File: config.mk
export PLATFORM = sky130hd
export DESIGN_NAME = osd_pixel_gen
export DESIGN_NICKNAME = d
export VERILOG_FILES = /design/src/rtl/osd_pkg.sv /design/src/rtl/osd_sync_timer.sv /design/src/rtl/osd_row_tracker.sv /design/src/rtl/osd_glyph_rom.sv /design/src/rtl/osd_dot_shifter.sv /design/src/rtl/osd_pixel_gen.sv
export SDC_FILE = /design/constraint.sdc
export NUM_CORES = 2
export LEC_CHECK = 0
export CORE_MARGIN = 1
export CORE_UTILIZATION = 52
export DETAILED_ROUTE_END_ITERATION = 10
export DONT_BUFFER_PORTS = 1
export PLACE_DENSITY = 0.67
export SYNTH_ARGS = -nofsm -noshare
export SYNTH_HDL_FRONTEND = slang
export SYNTH_SLANG_ARGS = --single-unit
File: constraint.sdc
create_clock -name clk_i -period 11.43 [get_ports clk_i]
set_input_delay 2.8575 -clock clk_i [delete_from_list [all_inputs] [get_ports clk_i]]
set_output_delay 2.8575 -clock clk_i [all_outputs]
set_load 0.01 [all_outputs]
File: src/rtl/osd_pkg.sv
package osd_pkg;
  localparam int COLS    = 24;
  localparam int ROWS    = 10;
  localparam int DOTS    = 12;
  localparam int LINES   = 16;
  localparam int CODE_W  = 7;
  localparam int COLOR_W = 3;

  localparam int COL_W  = $clog2(COLS + 1);
  localparam int ROW_W  = $clog2(ROWS);
  localparam int DOT_W  = $clog2(DOTS);
  localparam int GL_W   = $clog2(LINES);
  localparam int VL_W   = $clog2(2 * LINES);
  localparam int CELLS  = ROWS * COLS;
  localparam int ADDR_W = $clog2(CELLS + 1);

  typedef struct packed {
    logic [CODE_W-1:0]  code;
    logic [COLOR_W-1:0] color;
  } cell_t;

  typedef struct packed {
    logic dbl_h;
    logic dbl_w;
  } row_size_t;
endpackage

File: src/rtl/osd_sync_timer.sv
module osd_sync_timer #(
  parameter int HCNT_W = 11,
  parameter int VCNT_W = 10
) (
  input  logic              clk_i,
  input  logic              rst_ni,
  input  logic              hsync_ni,
  input  logic              vsync_ni,
  output logic              hfall_o,
  output logic              vfall_o,
  output logic [HCNT_W-1:0] hcnt_o,
  output logic [VCNT_W-1:0] vcnt_o
);
  logic hs_q, vs_q;

  assign hfall_o = hs_q & ~hsync_ni;
  assign vfall_o = vs_q & ~vsync_ni;

  always_ff @(posedge clk_i or negedge rst_ni) begin
    if (!rst_ni) begin
      hs_q   <= 1'b1;
      vs_q   <= 1'b1;
      hcnt_o <= '0;
      vcnt_o <= '0;
    end else begin
      hs_q <= hsync_ni;
      vs_q <= vsync_ni;
      if (hfall_o)           hcnt_o <= '0;
      else if (~&hcnt_o)     hcnt_o <= hcnt_o + 1'b1;
      if (vfall_o)                  vcnt_o <= '0;
      else if (hfall_o && ~&vcnt_o) vcnt_o <= vcnt_o + 1'b1;
    end
  end
endmodule

File: src/rtl/osd_row_tracker.sv
module osd_row_tracker
  import osd_pkg::*;
#(
  parameter int VCNT_W = 10
) (
  input  logic                         clk_i,
  input  logic                         rst_ni,
  input  logic                         hfall_i,
  input  logic                         vfall_i,
  input  logic [VCNT_W-1:0]            vcnt_i,
  input  logic [VCNT_W-1:0]            v_origin_i,
  input  row_size_t [ROWS-1:0]         sizes_i,
  output logic                         vact_o,
  output logic [ROW_W-1:0]             row_o,
  output logic [VL_W-1:0]              line_o,
  output row_size_t                    size_o,
  output logic [GL_W-1:0]              glyph_line_o
);
  logic              started_q;
  logic              ev;
  logic              start;
  logic [VCNT_W:0]   next_line;
  logic [VL_W-1:0]   last_line;
  logic [ROW_W-1:0]  next_row;

  assign ev        = hfall_i | vfall_i;
  assign next_line = vfall_i ? '0 : {1'b0, vcnt_i} + 1'b1;
  assign start     = ev && (vfall_i || !started_q) && (next_line == {1'b0, v_origin_i});
  assign last_line = size_o.dbl_h ? VL_W'(2 * LINES - 1) : VL_W'(LINES - 1);
  assign next_row  = row_o + 1'b1;

  always_ff @(posedge clk_i or negedge rst_ni) begin
    if (!rst_ni) begin
      started_q <= 1'b0;
      vact_o    <= 1'b0;
      row_o     <= '0;
      line_o    <= '0;
      size_o    <= '0;
    end else if (ev) begin
      if (start) begin
        started_q <= 1'b1;
        vact_o    <= 1'b1;
        row_o     <= '0;
        line_o    <= '0;
        size_o    <= sizes_i[0];
      end else if (vfall_i) begin
        started_q <= 1'b0;
        vact_o    <= 1'b0;
      end else if (vact_o) begin
        if (line_o == last_line) begin
          line_o <= '0;
          if (row_o == ROW_W'(ROWS - 1)) begin
            vact_o <= 1'b0;
          end else begin
            row_o  <= next_row;
            size_o <= sizes_i[next_row];
          end
        end else begin
          line_o <= line_o + 1'b1;
        end
      end
    end
  end

  assign glyph_line_o = size_o.dbl_h ? line_o[GL_W:1] : line_o[GL_W-1:0];
endmodule

File: src/rtl/osd_glyph_rom.sv
module osd_glyph_rom
  import osd_pkg::*;
(
  input  logic [CODE_W-1:0] code_i,
  input  logic [GL_W-1:0]   line_i,
  output logic [DOTS-1:0]   bits_o
);
  // test glyphs: blank for code 0, else code, line index and a trailing set dot
  assign bits_o = (code_i == '0) ? '0 : DOTS'({code_i, line_i, 1'b1});
endmodule

File: src/rtl/osd_dot_shifter.sv
module osd_dot_shifter
  import osd_pkg::*;
#(
  parameter int HCNT_W = 11
) (
  input  logic               clk_i,
  input  logic               rst_ni,
  input  logic               hfall_i,
  input  logic [HCNT_W-1:0]  hcnt_i,
  input  logic [HCNT_W-1:0]  h_origin_i,
  input  logic               vact_i,
  input  logic               dbl_w_i,
  input  logic [DOTS-1:0]    glyph_i,
  input  logic [COLOR_W-1:0] next_color_i,
  output logic               active_o,
  output logic [COL_W-1:0]   col_o,
  output logic [COL_W-1:0]   fetch_col_o,
  output logic               pix_o,
  output logic [COLOR_W-1:0] color_o
);
  logic             started_q;
  logic             half_q;
  logic [DOT_W-1:0] dot_q;
  logic [DOTS-1:0]  sr_q;

  assign fetch_col_o = active_o ? col_o + 1'b1 : '0;
  assign pix_o       = active_o & sr_q[DOTS-1];

  always_ff @(posedge clk_i or negedge rst_ni) begin
    if (!rst_ni) begin
      started_q <= 1'b0;
      active_o  <= 1'b0;
      half_q    <= 1'b0;
      dot_q     <= '0;
      col_o     <= '0;
      sr_q      <= '0;
      color_o   <= '0;
    end else if (hfall_i) begin
      started_q <= 1'b0;
      active_o  <= 1'b0;
      sr_q      <= '0;
    end else if (!active_o) begin
      if (!started_q && vact_i && hcnt_i == h_origin_i) begin
        started_q <= 1'b1;
        active_o  <= 1'b1;
        half_q    <= 1'b0;
        dot_q     <= '0;
        col_o     <= '0;
        sr_q      <= glyph_i;
        color_o   <= next_color_i;
      end
    end else if (dbl_w_i && !half_q) begin
      half_q <= 1'b1;
    end else begin
      half_q <= 1'b0;
      if (dot_q == DOT_W'(DOTS - 1)) begin
        dot_q <= '0;
        if (col_o == COL_W'(COLS - 1)) begin
          active_o <= 1'b0;
          sr_q     <= '0;
        end else begin
          col_o   <= col_o + 1'b1;
          sr_q    <= glyph_i;
          color_o <= next_color_i;
        end
      end else begin
        dot_q <= dot_q + 1'b1;
        sr_q  <= {sr_q[DOTS-2:0], 1'b0};
      end
    end
  end
endmodule

File: src/rtl/osd_pixel_gen.sv
module osd_pixel_gen
  import osd_pkg::*;
#(
  parameter int HCNT_W = 11,
  parameter int VCNT_W = 10
) (
  input  logic               clk_i,
  input  logic               rst_ni,
  input  logic               hsync_ni,
  input  logic               vsync_ni,
  input  logic [HCNT_W-1:0]  h_origin_i,
  input  logic [VCNT_W-1:0]  v_origin_i,
  input  logic               cell_we_i,
  input  logic [ROW_W-1:0]   cell_row_i,
  input  logic [COL_W-1:0]   cell_col_i,
  input  logic [CODE_W-1:0]  cell_code_i,
  input  logic [COLOR_W-1:0] cell_color_i,
  input  logic               size_we_i,
  input  logic [ROW_W-1:0]   size_row_i,
  input  logic [1:0]         size_i,
  output logic               red_o,
  output logic               green_o,
  output logic               blue_o,
  output logic               fblank_o
);
  localparam logic [ADDR_W-1:0] COLS_A  = ADDR_W'(COLS);
  localparam logic [ADDR_W-1:0] CELLS_A = ADDR_W'(CELLS);

  logic                 hfall, vfall;
  logic [HCNT_W-1:0]    hcnt;
  logic [VCNT_W-1:0]    vcnt;
  logic                 v_act;
  logic [ROW_W-1:0]     v_row;
  logic [VL_W-1:0]      v_line;
  row_size_t            v_size;
  logic [GL_W-1:0]      glyph_line;
  logic                 sh_active;
  logic [COL_W-1:0]     sh_col;
  logic [COL_W-1:0]     fetch_col;
  logic                 pix;
  logic [COLOR_W-1:0]   pix_color;
  logic [DOTS-1:0]      glyph;
  cell_t                mem_q [CELLS];
  row_size_t [ROWS-1:0] sizes_q;
  cell_t                nxt_q;
  logic [ADDR_W-1:0]    wr_addr, rd_addr;
  logic                 wr_ok;

  osd_sync_timer #(.HCNT_W(HCNT_W), .VCNT_W(VCNT_W)) i_timer (
    .clk_i, .rst_ni, .hsync_ni, .vsync_ni,
    .hfall_o(hfall), .vfall_o(vfall), .hcnt_o(hcnt), .vcnt_o(vcnt)
  );

  osd_row_tracker #(.VCNT_W(VCNT_W)) i_rows (
    .clk_i, .rst_ni, .hfall_i(hfall), .vfall_i(vfall), .vcnt_i(vcnt),
    .v_origin_i, .sizes_i(sizes_q), .vact_o(v_act), .row_o(v_row),
    .line_o(v_line), .size_o(v_size), .glyph_line_o(glyph_line)
  );

  osd_glyph_rom i_rom (
    .code_i(nxt_q.code), .line_i(glyph_line), .bits_o(glyph)
  );

  osd_dot_shifter #(.HCNT_W(HCNT_W)) i_shift (
    .clk_i, .rst_ni, .hfall_i(hfall), .hcnt_i(hcnt), .h_origin_i,
    .vact_i(v_act), .dbl_w_i(v_size.dbl_w), .glyph_i(glyph),
    .next_color_i(nxt_q.color), .active_o(sh_active), .col_o(sh_col),
    .fetch_col_o(fetch_col), .pix_o(pix), .color_o(pix_color)
  );

  // display memory
  assign wr_ok   = (cell_row_i < ROW_W'(ROWS)) && (cell_col_i < COL_W'(COLS));
  assign wr_addr = ADDR_W'(cell_row_i) * COLS_A + ADDR_W'(cell_col_i);
  assign rd_addr = ADDR_W'(v_row) * COLS_A + ADDR_W'(fetch_col);

  always_ff @(posedge clk_i or negedge rst_ni) begin
    if (!rst_ni) begin
      for (int i = 0; i < CELLS; i++) mem_q[i] <= '0;
    end else if (cell_we_i && wr_ok) begin
      mem_q[wr_addr] <= '{code: cell_code_i, color: cell_color_i};
    end
  end

  for (genvar g = 0; g < ROWS; g++) begin : g_size
    always_ff @(posedge clk_i or negedge rst_ni) begin
      if (!rst_ni)                                       sizes_q[g] <= '0;
      else if (size_we_i && size_row_i == ROW_W'(g))     sizes_q[g] <= size_i;
    end
  end

  // next cell prefetched while the current one shifts
  always_ff @(posedge clk_i or negedge rst_ni) begin
    if (!rst_ni)                nxt_q <= '0;
    else if (rd_addr < CELLS_A) nxt_q <= mem_q[rd_addr];
    else                        nxt_q <= '0;
  end

  always_ff @(posedge clk_i or negedge rst_ni) begin
    if (!rst_ni) begin
      red_o    <= 1'b0;
      green_o  <= 1'b0;
      blue_o   <= 1'b0;
      fblank_o <= 1'b0;
    end else begin
      red_o    <= pix & pix_color[2];
      green_o  <= pix & pix_color[1];
      blue_o   <= pix & pix_color[0];
      fblank_o <= pix;
    end
  end
endmodule

==> results_dict.tcl <==
set metrics [dict create \
    cts.sinks 2497 \
    ir_worst_vdd_mv 0.167 \
    insertion_delay_ns 0.93 \
    grt_max_degree 290 \
    cts_resized 0 \
    maxSlewViolCount 2 \
    synth_edf_count 0 \
    relSlewSlack -0.0691 \
    ys_seq_area_frac 0.537 \
    ys_warn_count 0 \
    crit_start "i_shift.col_o[0]" \
    initial_core_util 0.524 \
    fill_cells 17796 \
    ys_ff_latch 2497 \
    dp_hpwl_mm 200 \
    status "finished with violations" \
    core_um2 222000 \
    die_area_um2 226000 \
    grt_pass1_vias 78241 \
    drive_gt1_frac 0.388 \
    synthToLayoutAreaGrowth_pct 9.84 \
    avgViaCountPerCell 6.53 \
    hp-class "flip-flop to flip-flop" \
    gp_congestion 0.877 \
    htreeDepth 5 \
    arrival_ns 7.86 \
    wire_per_inst_um 29.5 \
    fmax_mhz 140 \
    grt_first_pass_wirelength_mm 520 \
    clockRootBuffer "clkbuf_16" \
    cp_slowest_stage_delay_ns 0.94 \
    slowest_stage "o2111ai_1" \
    path_cells "ha_1 -> nand3_1 -> xor2_1 -> nor2_1 -> fa_4 -> buf_4 -> nor2b_2 -> buf_4 -> nand2_1 -> o221ai_1 -> a221oi_1 -> o2111ai_1 -> a32oi_1" \
    netlist_instances 8854 \
    power_density_nw_per_um2 160 \
    crit_fanout 37 \
    clock_path_buffers 4 \
    final_net_count 8660 \
    routed_wl_mm 347 \
    leakagePower_nw 59.6 \
    rows 173 \
    rr_startpoint "i_shift.col_o[0]" \
    violations "capacitance limit, slew limit" \
    ff2ff_setup_slack_ns 4.29 \
    holdBufCountCts 0 \
    endpoint_kind "flip-flop" \
    maxCapViolCount 1 \
    synthDistinctLibCells 87 \
    drtAntennaViolNets 0 \
    clock_skew_ns 0.0476 \
    path_common_cell "buf_4" \
    tightest_slew_ns 1.60 \
    setup.worst_path.class "flip-flop to flip-flop" \
    grt_use_total 0.309 \
    vias 76814 \
    cts_buffers 284 \
    tritoncts "built" \
    hold_ws_ns 0.476 \
    synth_top_flop_cell "dfrtp_1" \
    drtIter0Drc 8344 \
    fin_crit_sh 0.624 \
    die_y_um 475 \
    rsz0062_at_grt "false" \
    required_ns 12.15 \
    portBuffers 0 \
    finalHoldViolCount 0 \
    min_from "i_rows.started_q" \
    start_kind "flip-flop" \
    synth.net_count 8928 \
    drc 0 \
    syn_area_um2 116000 \
    fp.dieW_um 475 \
    drt_pass1_iterations 5 \
    cts_setup_buffers 0 \
    synth-async-reset-ratio 1.00 \
    ioPinCount 56 \
    clk_pin_slew_ns 0.06 \
    setup_tns_ns 0 \
    period_minus_slack_ns 7.14 \
    setup_viol 0 \
    syn_area_per_cell_um2 13.1 \
    grt_antenna_before_repair 12 \
    gr-total-overflow 0 \
]
worst paths after layout:
path | end | cells after the start
max in group asynchronous | mem_q[534] | 4
worst max-delay path | nxt_q[7] | 13
worst min-delay path | i_rows.started_q | 1
min in group asynchronous | mem_q[1294] | 0
worst max register to register | nxt_q[7] | 13
worst min register to register | i_rows.started_q | 1
area by class of cell:
cell class	instances	area, µm²	share of cell area
clock inverters	55	678	0.00531
repair buffers	127	1360	0.0107
diodes	12	30.0	0.000235
well taps	2975	3720	0.0291
multi-input cells	5655	51100	0.400
clock buffers	423	8330	0.0652
inverters	21	86.3	0.000675
flip-flops and latches	2497	62500	0.489
cells in the mapped netlist, types with 45 or more instances:
cell type / number / area, µm²
dfrtp_1: 2495 / 62400
nand2_1: 933 / 3500
a221oi_1: 157 / 1380
o21ai_0: 111 / 556
buf_4: 49 / 368
nor2_2: 71 / 444
and3_1: 51 / 319
clkbuf_1: 439 / 1650
nand3_1: 161 / 806
and2_1: 89 / 557
mux2i_1: 167 / 1670
a21oi_1: 175 / 876
buf_2: 138 / 691
a31oi_1: 92 / 576
nor3_1: 78 / 390
a22oi_1: 45 / 338
mux2_2: 2457 / 27700
o22ai_1: 48 / 300
mux4_2: 233 / 5250
buf_1: 51 / 191
a211oi_1: 111 / 833
a311oi_1: 105 / 920
nor2_1: 88 / 330
layout by cell type, fill, tap and decap left out, types with 22 or more instances in the layout:
cell type,count
a211oi_1,111
a21oi_1,175
a221oi_1,156
a22oi_1,45
a311oi_1,105
a31oi_1,92
and2_1,88
and3_1,51
buf_4,102
clkbuf_1,78
clkbuf_16,292
clkbuf_8,53
clkinv_2,33
dfrtp_1,2494
mux2_2,2457
mux2i_1,167
mux4_2,233
nand2_1,932
nand3_1,160
nand4_1,22
nor2_1,72
nor2_2,81
nor2_4,47
nor3_1,74
o21ai_0,111
o221ai_1,33
o22ai_1,48
xor2_1,24
flip-flops by register name, indices dropped and copies added, names as in the netlist, 4 cells and up:
name and count:
i_timer.hcnt_o 11, i_timer.vcnt_o 10, sizes_q 20, i_shift.dot_q 4, mem_q 2400, nxt_q 10, i_shift.sr_q 12, i_shift.col_o 5
i_rows.line_o 5, i_rows.row_o 4
kinds of logic after synthesis:
kind of cell,after synthesis,share of synthesized area
adder cells (fa/ha/maj),22,0.00262
XOR/XNOR,51,0.00416
multiplexers,2857,0.297
AND/OR/NAND/NOR,1658,0.0669
buffers and inverters,702,0.0260
AO/OA/AOI/OAI,1067,0.0663
flip-flops,2497,0.537
metrics by stage:
step | power, mW | util | worst slack (ns) | cells | area, µm²
final | 20.5 | 0.575 | 4.29 | 11765 | 128000
after global placement | 11.6 | 0.534 | 4.47 | 11272 | 119000
after CTS | 20.6 | 0.575 | 4.75 | 11750 | 128000
after global routing | 21.2 | 0.575 | 4.36 | 11759 | 128000
after detailed placement | 11.7 | 0.534 | 4.38 | 11272 | 119000
after floorplan | 11.1 | - | 5.84 | 8854 | 116000
power breakdown:
part / internal [mW] / switching [mW]
clock network: 5.35 / 3.62
registers: 9.45 / 0.337
logic: 0.775 / 0.969
per-layer routing:
metal	global-route usage	routed length, µm	vias to the layer above
met4	0.126	14700	4
met2	0.468	158000	2979
met1	0.427	145000	41069
met5	0	27	-
met3	0.0710	28800	718
li1	-	-	32044
critical path: cells and delay by family (launching register included):
family,cells,cell delay (ns)
AOI/OAI and AO/OA,4,2.11
and+or+nand+nor,4,1.52
adders and majority gates,2,1.41
DFF,1,0.84
buffers and inverters,2,0.82
xor gates and xnor gates,1,0.17
No activity file was read; power rests on OpenSTA's default activity.
